`config.mk`:
```
export PLATFORM = sky130hd
export DESIGN_NAME = flash_lock_ctrl
export DESIGN_NICKNAME = d
export VERILOG_FILES = /design/src/rtl/flk_pkg.sv /design/src/rtl/flk_cmd_decode.sv /design/src/rtl/flk_lock_store.sv /design/src/rtl/flk_data_store.sv /design/src/rtl/flk_busy_timer.sv /design/src/rtl/flash_lock_ctrl.sv
export SDC_FILE = /design/constraint.sdc
export NUM_CORES = 1
export LEC_CHECK = 0
export BUFFER_PORTS_ARGS = -buffer_cell sky130_fd_sc_hd__buf_2
export CORE_MARGIN = 5
export CORE_UTILIZATION = 60
export CTS_CLUSTER_DIAMETER = 80
export DETAILED_ROUTE_END_ITERATION = 8
export GPL_TIMING_DRIVEN = 0
export PLACE_DENSITY_LB_ADDON = 0.25
export REMOVE_ABC_BUFFERS = 1
export SLEW_MARGIN = 20
export SYNTH_ARGS = -nofsm -noshare
export SYNTH_HDL_FRONTEND = slang
export SYNTH_SLANG_ARGS = --single-unit
```
`constraint.sdc`:
```
create_clock -name clk -period 3.23 [get_ports clk]
set_clock_uncertainty 0.05 [all_clocks]
set_input_delay 0.323 -clock clk [delete_from_list [all_inputs] [get_ports clk]]
set_output_delay 0.323 -clock clk [all_outputs]
set_load 0.01 [all_outputs]
```
`src/rtl/flk_pkg.sv`:
```
package flk_pkg;

    localparam logic [7:0] CMD_LOCK_SETUP  = 8'h60;
    localparam logic [7:0] CMD_CLEAR_CONF  = 8'hD0;
    localparam logic [7:0] CMD_BLOCK_CONF  = 8'h01;
    localparam logic [7:0] CMD_MASTER_CONF = 8'hF1;
    localparam logic [7:0] CMD_ERASE_SETUP = 8'h20;
    localparam logic [7:0] CMD_PROG_SETUP  = 8'h40;
    localparam logic [7:0] CMD_CLR_STATUS  = 8'h50;
    localparam logic [7:0] CMD_RD_STATUS   = 8'h70;
    localparam logic [7:0] CMD_RD_ARRAY    = 8'hFF;

    // error vector bit indices (status bits 5, 4, 3, 1)
    localparam int ERR_OP   = 3;
    localparam int ERR_SEQ  = 2;
    localparam int ERR_VPP  = 1;
    localparam int ERR_PROT = 0;

    typedef logic [3:0] err_t;

    typedef enum logic [1:0] {
        LK_OPEN = 2'b00,
        LK_SET  = 2'b01,
        LK_UNK  = 2'b10
    } lock_e;

    typedef enum logic [2:0] {
        M_ARRAY,
        M_STATUS,
        M_LOCK_SU,
        M_ERASE_SU,
        M_PROG_SU
    } mode_e;

    typedef enum logic [2:0] {
        OP_NONE,
        OP_CLR_ALL,
        OP_SET_BLK,
        OP_SET_MST,
        OP_ERASE,
        OP_PROG
    } op_e;

    typedef struct packed {
        mode_e nxt_mode;
        op_e   op;
        err_t  set_err;
        logic  clr_err;
    } dec_t;

    function automatic logic [7:0] status_byte(input logic rdy, input err_t e);
        return {rdy, 1'b0, e[ERR_OP], e[ERR_SEQ], e[ERR_VPP], 1'b0, e[ERR_PROT], 1'b0};
    endfunction

endpackage

```
`src/rtl/flk_cmd_decode.sv`:
```
module flk_cmd_decode
    import flk_pkg::*;
(
    input  mode_e      mode,
    input  logic       accept,
    input  logic [7:0] cmd,
    input  lock_e      blk_lock,
    input  lock_e      mst_lock,
    input  logic       rp_hv,
    input  logic       vpp_ok,
    output dec_t       dec
);

    op_e  cand;
    logic seq_err;
    logic denied;

    always_comb begin
        dec.nxt_mode = mode;
        dec.op       = OP_NONE;
        dec.set_err  = '0;
        dec.clr_err  = 1'b0;
        cand         = OP_NONE;
        seq_err      = 1'b0;
        denied       = 1'b0;

        if (accept) begin
            unique case (mode)
                M_LOCK_SU: begin
                    dec.nxt_mode = M_STATUS;
                    unique case (cmd)
                        CMD_CLEAR_CONF:  cand = OP_CLR_ALL;
                        CMD_BLOCK_CONF:  cand = OP_SET_BLK;
                        CMD_MASTER_CONF: cand = OP_SET_MST;
                        default:         seq_err = 1'b1;
                    endcase
                end
                M_ERASE_SU: begin
                    dec.nxt_mode = M_STATUS;
                    if (cmd == CMD_CLEAR_CONF) cand = OP_ERASE;
                    else                       seq_err = 1'b1;
                end
                M_PROG_SU: begin
                    dec.nxt_mode = M_STATUS;
                    cand = OP_PROG;
                end
                default: begin
                    unique case (cmd)
                        CMD_LOCK_SETUP:  dec.nxt_mode = M_LOCK_SU;
                        CMD_ERASE_SETUP: dec.nxt_mode = M_ERASE_SU;
                        CMD_PROG_SETUP:  dec.nxt_mode = M_PROG_SU;
                        CMD_RD_STATUS:   dec.nxt_mode = M_STATUS;
                        CMD_RD_ARRAY:    dec.nxt_mode = M_ARRAY;
                        CMD_CLR_STATUS:  dec.clr_err  = 1'b1;
                        default:         dec.nxt_mode = mode;
                    endcase
                end
            endcase
        end

        unique case (cand)
            OP_CLR_ALL, OP_SET_BLK: denied = (mst_lock != LK_OPEN) && !rp_hv;
            OP_SET_MST:             denied = !rp_hv;
            OP_ERASE, OP_PROG:      denied = (blk_lock != LK_OPEN) && !rp_hv;
            default:                denied = 1'b0;
        endcase

        if (cand != OP_NONE) begin
            if (!vpp_ok) begin
                dec.set_err[ERR_VPP] = 1'b1;
                if (cand == OP_PROG) dec.set_err[ERR_SEQ] = 1'b1;
                else                 dec.set_err[ERR_OP]  = 1'b1;
            end else if (denied) begin
                dec.set_err[ERR_PROT] = 1'b1;
                if (cand == OP_PROG) dec.set_err[ERR_SEQ] = 1'b1;
                else                 dec.set_err[ERR_OP]  = 1'b1;
            end else begin
                dec.op = cand;
            end
        end

        if (seq_err) begin
            dec.set_err[ERR_SEQ] = 1'b1;
            dec.set_err[ERR_OP]  = 1'b1;
        end
    end

endmodule

```
`src/rtl/flk_lock_store.sv`:
```
module flk_lock_store
    import flk_pkg::*;
#(
    parameter int NB    = 8,
    parameter int BLK_W = (NB > 1) ? $clog2(NB) : 1
) (
    input  logic             clk,
    input  logic             rst,
    input  logic             commit,
    input  logic             abort,
    input  op_e              op,
    input  logic [BLK_W-1:0] blk,
    input  logic [BLK_W-1:0] sel_blk,
    output lock_e            sel_lock,
    output lock_e            mst_lock,
    output logic [2*NB-1:0]  lock_flat
);

    lock_e lk [NB];
    lock_e mst_q;

    for (genvar g = 0; g < NB; g++) begin : g_blk
        logic hit;
        assign hit = (blk == BLK_W'(g));

        always_ff @(posedge clk) begin
            if (rst) begin
                lk[g] <= LK_OPEN;
            end else if (commit && op == OP_CLR_ALL) begin
                lk[g] <= LK_OPEN;
            end else if (commit && op == OP_SET_BLK && hit) begin
                lk[g] <= LK_SET;
            end else if (abort && (op == OP_CLR_ALL || (op == OP_SET_BLK && hit))) begin
                lk[g] <= LK_UNK;
            end
        end

        assign lock_flat[2*g +: 2] = lk[g];
    end

    always_ff @(posedge clk) begin
        if (rst) begin
            mst_q <= LK_OPEN;
        end else if (commit && op == OP_SET_MST) begin
            mst_q <= LK_SET;
        end else if (abort && op == OP_SET_MST && mst_q == LK_OPEN) begin
            mst_q <= LK_UNK;
        end
    end

    assign sel_lock = lk[sel_blk];
    assign mst_lock = mst_q;

endmodule

```
`src/rtl/flk_data_store.sv`:
```
module flk_data_store
    import flk_pkg::*;
#(
    parameter int NB    = 8,
    parameter int BLK_W = (NB > 1) ? $clog2(NB) : 1
) (
    input  logic             clk,
    input  logic             rst,
    input  logic             commit,
    input  op_e              op,
    input  logic [BLK_W-1:0] blk,
    input  logic [7:0]       pdata,
    input  logic [BLK_W-1:0] rd_addr,
    output logic [7:0]       rd_byte
);

    logic [7:0] mem [NB];

    for (genvar g = 0; g < NB; g++) begin : g_byte
        always_ff @(posedge clk) begin
            if (rst) begin
                mem[g] <= 8'hFF;
            end else if (commit && blk == BLK_W'(g)) begin
                if (op == OP_ERASE)     mem[g] <= 8'hFF;
                else if (op == OP_PROG) mem[g] <= mem[g] & pdata;
            end
        end
    end

    assign rd_byte = mem[rd_addr];

endmodule

```
`src/rtl/flk_busy_timer.sv`:
```
module flk_busy_timer #(
    parameter int CYCLES = 6,
    parameter int CW     = $clog2(CYCLES + 1)
) (
    input  logic clk,
    input  logic rst,
    input  logic start,
    input  logic abort,
    output logic busy,
    output logic done
);

    logic [CW-1:0] cnt;

    always_ff @(posedge clk) begin
        if (rst || abort)  cnt <= '0;
        else if (start)    cnt <= CW'(CYCLES);
        else if (cnt != 0) cnt <= cnt - 1'b1;
    end

    assign busy = (cnt != 0);
    assign done = (cnt == CW'(1)) && !abort;

endmodule

```
`src/rtl/flash_lock_ctrl.sv`:
```
module flash_lock_ctrl
    import flk_pkg::*;
#(
    parameter int NUM_BLOCKS  = 8,
    parameter int BUSY_CYCLES = 6,
    parameter int BLK_W       = (NUM_BLOCKS > 1) ? $clog2(NUM_BLOCKS) : 1
) (
    input  logic                    clk,
    input  logic                    rst,
    input  logic                    wr_en,
    input  logic [BLK_W-1:0]        wr_addr,
    input  logic [7:0]              wr_data,
    input  logic [BLK_W-1:0]        rd_addr,
    output logic [7:0]              rd_data,
    input  logic                    rp_low,
    input  logic                    rp_hv,
    input  logic                    vpp_ok,
    output logic                    ready,
    output logic [2*NUM_BLOCKS-1:0] lock_state,
    output logic [1:0]              master_state
);

    mode_e            mode_q;
    err_t             err_q;
    op_e              op_q;
    logic [BLK_W-1:0] blk_q;
    logic [7:0]       pdat_q;

    logic  busy, done, accept, abort;
    lock_e sel_lock, mst_lock;
    dec_t  dec;
    logic [7:0] arr_byte;

    assign accept = wr_en && !busy && !rp_low;
    assign abort  = rp_low && busy;

    flk_cmd_decode u_dec (
        .mode     (mode_q),
        .accept   (accept),
        .cmd      (wr_data),
        .blk_lock (sel_lock),
        .mst_lock (mst_lock),
        .rp_hv    (rp_hv),
        .vpp_ok   (vpp_ok),
        .dec      (dec)
    );

    flk_busy_timer #(.CYCLES(BUSY_CYCLES)) u_tmr (
        .clk   (clk),
        .rst   (rst),
        .start (dec.op != OP_NONE),
        .abort (abort),
        .busy  (busy),
        .done  (done)
    );

    flk_lock_store #(.NB(NUM_BLOCKS), .BLK_W(BLK_W)) u_lock (
        .clk       (clk),
        .rst       (rst),
        .commit    (done),
        .abort     (abort),
        .op        (op_q),
        .blk       (blk_q),
        .sel_blk   (wr_addr),
        .sel_lock  (sel_lock),
        .mst_lock  (mst_lock),
        .lock_flat (lock_state)
    );

    flk_data_store #(.NB(NUM_BLOCKS), .BLK_W(BLK_W)) u_data (
        .clk     (clk),
        .rst     (rst),
        .commit  (done),
        .op      (op_q),
        .blk     (blk_q),
        .pdata   (pdat_q),
        .rd_addr (rd_addr),
        .rd_byte (arr_byte)
    );

    always_ff @(posedge clk) begin
        if (rst) begin
            mode_q <= M_ARRAY;
            err_q  <= '0;
            op_q   <= OP_NONE;
            blk_q  <= '0;
            pdat_q <= '0;
        end else if (rp_low) begin
            mode_q <= M_ARRAY;
        end else begin
            mode_q <= dec.nxt_mode;
            if (dec.clr_err) err_q <= '0;
            else             err_q <= err_q | dec.set_err;
            if (dec.op != OP_NONE) begin
                op_q   <= dec.op;
                blk_q  <= wr_addr;
                pdat_q <= wr_data;
            end
        end
    end

    assign ready        = !busy;
    assign master_state = mst_lock;
    assign rd_data      = (mode_q == M_ARRAY) ? arr_byte : status_byte(!busy, err_q);

endmodule

```
==> metrics.md <==
| Metric | Value |
|---|---|
| Status | finished clean |
| Final standard cell area without fillers | 0.005998 sq mm |
| Area taken by flip-flops and latches | 0.002923 sq mm |
| DRC | 0 |
| Period minus WS final | 3.000 ns |
| Area growth from synthesis to layout | 8.266% |
| Share of the core filled with cells | 0.6585 |
| Cell area reported after detailed placement | 0.005777 sq mm |
| Number of standard-cell rows in the floorplan | 35 |
| Clock transition at the registers of the reported paths | 0.10 ns |
| Max-slew violation total from the final report | 0 |
| Total via count after detailed routing | 4222 |
| Worst setup slack after placement | -0.4868 ns |
| Vias in the first global route | 4172 |
| Antenna violations before repair | 0 |
| Antenna diode count | 0 |
| Kind of critical path | flip-flop to flip-flop |
| DP Wirelength | 9.040 mm |
| Number of levels the H-tree was split into | 3 |
| Critical Path AT | 3.21 ns |
| Insertion delay of the later-clocked pin in the worst-skew pair | 0.36 ns |
| Cell area after synthesis | 0.005540 sq mm |
| Root buffer selected by CTS | sky130_fd_sc_hd__clkbuf_8 |
| Slew at the pin closest to its max-slew limit | 0.8980 ns |
| Syn Inst Count | 545 |
| Most numerous cell in the Yosys netlist | sky130_fd_sc_hd__nand2_1 |
| Number of distinct library cells after synthesis | 56 |
| Post-synth top area cell | sky130_fd_sc_hd__edfxtp_1 |
| Worst Hold Class | input port to flip-flop |
| Critical Path End Type | flip-flop |
| Detail-routed via count per cell | 6.128 |
| Initial Utilization | 0.6082 |
| Share of synthesized flip-flops with an asynchronous set or reset | 0 |
| Category of cells accounting for the largest share of critical-path delay | compound AO/OA/AOI/OAI gates |
| Final weighted congestion of routability-driven global placement | 0.8626 |
| Area contributors post-synth | sky130_fd_sc_hd__edfxtp_1, sky130_fd_sc_hd__nand2_1, sky130_fd_sc_hd__dfxtp_1, sky130_fd_sc_hd__mux4_2, sky130_fd_sc_hd__mux2i_1 |
| Iteration-0 DRC Markers | 355 |
| Main combinational cell family by area after synthesis | simple AND/OR/NAND/NOR gates |
| Share of synthesized cell area in full adder, half adder and majority cells | 0.004517 |
| Part of the Yosys area used for sequential elements | 0.5276 |
| Count of warnings emitted by yosys | 0 |
| Largest voltage drop on the vdd net | 0.0002656 V |
| Share of the synthesized area in the top cell type | 0.4336 |
| Overall die height | 106.1 um |
| CP cell instances | nor2_1 -> ha_2 -> nand3b_1 -> nor3_2 -> a41oi_2 -> o41a_1 -> a211oi_4 -> buf_4 -> mux2_1 |
| Synthesized flop and latch total | 106 |
| Crit path required time | 3.44 ns |
| Proportion of synthesized area in mux cells | 0.1086 |
| IO Pins | 47 |
| Startpoint Class | flip-flop |
| Master of the slowest instance on the critical path | sky130_fd_sc_hd__o41a_1 |
| Number of detailed-route iterations in the first pass | 5 |
| Net count of the finished layout | 595 |
| GRT Overall Usage | 0.2358 |
| Final-layout worst hold slack | 0.1998 ns |
| Footprint of the multi-input gates | 0.002470 sq mm |
| Average instance area after synthesis | 10.17 sq um |
| Compound-gate portion of the synthesized area | 0.09124 |
| Width of the die | 106.1 um |
| Port Buffer Count | 46 |
| PnR Total Power | 2.581 mW |
| Post-DR wirelength/cell | 18.54 um |
| Minimum setup slack in the final design | 0.2299 ns |
| Commonest cells in the netlist | sky130_fd_sc_hd__nand2_1, sky130_fd_sc_hd__edfxtp_1, sky130_fd_sc_hd__nor2_1, sky130_fd_sc_hd__nand2b_1, sky130_fd_sc_hd__dfxtp_1 |
| Aggregate negative setup slack | 0 ns |
| Dominant register cell in the synthesized netlist | sky130_fd_sc_hd__edfxtp_1 |
| Worst stage delay on the critical path | 0.58 ns |
| Period utilisation layout | 0.9288 |
| Final ANT Viol Nets | 0 |
| Die area | 0.01126 sq mm |
| Buf/Inv on CP | 1 |
| Relative slew slack | 0.4001 |
| CTS max path bufs | 2 |
| Number of max-capacitance violations reported | 0 |
| P_leak | 2.006 nW |
| Maximum fanout along the worst path | 11 |
| FMAX | 333.3 MHz |
| Xor and xnor fraction of the mapped netlist area | 0.003162 |
| Core ar. | 0.009109 sq mm |
| Setup-violating endpoint count in the final report | 0 |
| Number of buffers inserted during clock tree synthesis | 9 |
| Total global routing overflow | 0 |
| Synth Area in Simple Gates | 0.2369 |
| Setup repair after global routing missed its margin | false |
| Pin count of the biggest net entering global routing | 57 |
| Number of enable-type register cells in the synthesized netlist | 80 |
| Number of failing hold endpoints at the final stage | 0 |
| Count of non-filler cells in the finished layout | 689 |
| Placed cell count | 669 |
| Fill cell count | 737 |
| Global-route wire length before repair | 20.99 mm |
| Total wire length | 12.77 mm |
| Ratio of cells with drive above 1 in the final layout | 0.1609 |
| Sink Count | 106 |
| TritonCTS clock tree | built |
| Power density over the cells | 430.3 mW/mm^2 |
==> cell type report <==
type,count,area share
Sequential cell,106,0.4873
Timing Repair Buffer,50,0.04339
Clock inverter,6,0.009387
Multi-Input combinational cell,400,0.4118
Inverter,6,0.003755
Tap cell,111,0.02315
Clock buffer,10,0.02128
==> routing by layer <==
metal | up-vias | wire length (um) | GRT usage
met4 | 0 | 271 | 0.08973
li1 | 1990 | - | -
met1 | 2032 | 5322 | 0.3011
met2 | 179 | 6382 | 0.4103
met5 | - | 0 | 0
met3 | 21 | 798 | 0.03157
==> worst paths after layout <==
path	startpoint	to	slack (ns)	cells past startpoint
hold / removal	wr_data[3]	pdat_q[3]	0.20	3
setup reg to reg	u_tmr.cnt[0]	op_q[0]	0.23	9
hold reg to reg	err_q[0]	err_q[0]	0.42	2
setup / recovery	u_tmr.cnt[0]	op_q[0]	0.23	9
==> report_power, final <==
part / leakage (nW) / switching [mW] / internal (mW)
clock: 0.0913 / 0.491 / 0.299
sequential: 0.992 / 0.0275 / 1.50
combinational: 0.922 / 0.160 / 0.0992
==> worst min-delay path, delay by kind of cell <==
family	cells	cell delay [ns]
buffers and inverters	1	0.12
and+or+nand+nor	1	0.07
muxes	1	0.06
==> cell families after synthesis <==
logic type                 after synthesis
adders and majority gates                2
xor gates and xnor gates                 2
buffers and inverters                   39
and+or+nand+nor                        288
muxes                                   40
DFF                                    106
AOI/OAI and AO/OA                       68
==> timing repair <==
| action | in CTS | in global routing |
|---|---|---|
| gates resized for setup | 0 | 2 |
| endpoints found under the setup margin | 17 | 17 |
| hold buffers | 0 | 0 |
| setup buffers | 4 | 0 |
| pin swaps | 1 | 0 |
| cloned | 0 | 0 |
==> sequential cells by signal (all words and copies together), names as in the netlist <==
| register | cells |
|---|---|
| op_q | 3 |
| err_q | 4 |
| u_lock.mst_lock | 2 |
| blk_q | 3 |
| u_tmr.cnt | 3 |
| u_lock.lk | 16 |
| u_data.mem | 64 |
| pdat_q | 8 |
| mode_q | 3 |
==> layout by cell type (no fill, tap or decap), types with 2 or more instances in the layout <==
cell type,count
sky130_fd_sc_hd__inv_8,2
sky130_fd_sc_hd__o2bb2ai_1,2
sky130_fd_sc_hd__or3_1,3
sky130_fd_sc_hd__a31oi_1,2
sky130_fd_sc_hd__and2_1,2
sky130_fd_sc_hd__a21oi_1,13
sky130_fd_sc_hd__nand2b_1,32
sky130_fd_sc_hd__nand4_1,6
sky130_fd_sc_hd__buf_4,4
sky130_fd_sc_hd__edfxtp_1,80
sky130_fd_sc_hd__a2111oi_0,3
sky130_fd_sc_hd__o21bai_1,6
sky130_fd_sc_hd__nand2_1,149
sky130_fd_sc_hd__nor2b_1,6
sky130_fd_sc_hd__nand3b_1,2
sky130_fd_sc_hd__inv_6,2
sky130_fd_sc_hd__a31o_2,4
sky130_fd_sc_hd__mux2i_1,23
sky130_fd_sc_hd__nor3_1,20
sky130_fd_sc_hd__inv_1,6
sky130_fd_sc_hd__o31ai_1,2
sky130_fd_sc_hd__buf_2,46
sky130_fd_sc_hd__mux4_2,16
sky130_fd_sc_hd__clkbuf_8,9
sky130_fd_sc_hd__nor3b_1,2
sky130_fd_sc_hd__o21a_1,3
sky130_fd_sc_hd__or4_1,2
sky130_fd_sc_hd__a21o_1,8
sky130_fd_sc_hd__nor4_1,4
sky130_fd_sc_hd__nand3_1,3
sky130_fd_sc_hd__o21ai_0,10
sky130_fd_sc_hd__nor2_1,49
sky130_fd_sc_hd__dfxtp_1,26
sky130_fd_sc_hd__and3_1,3
Note: power is estimated with default switching activity, not from simulation.
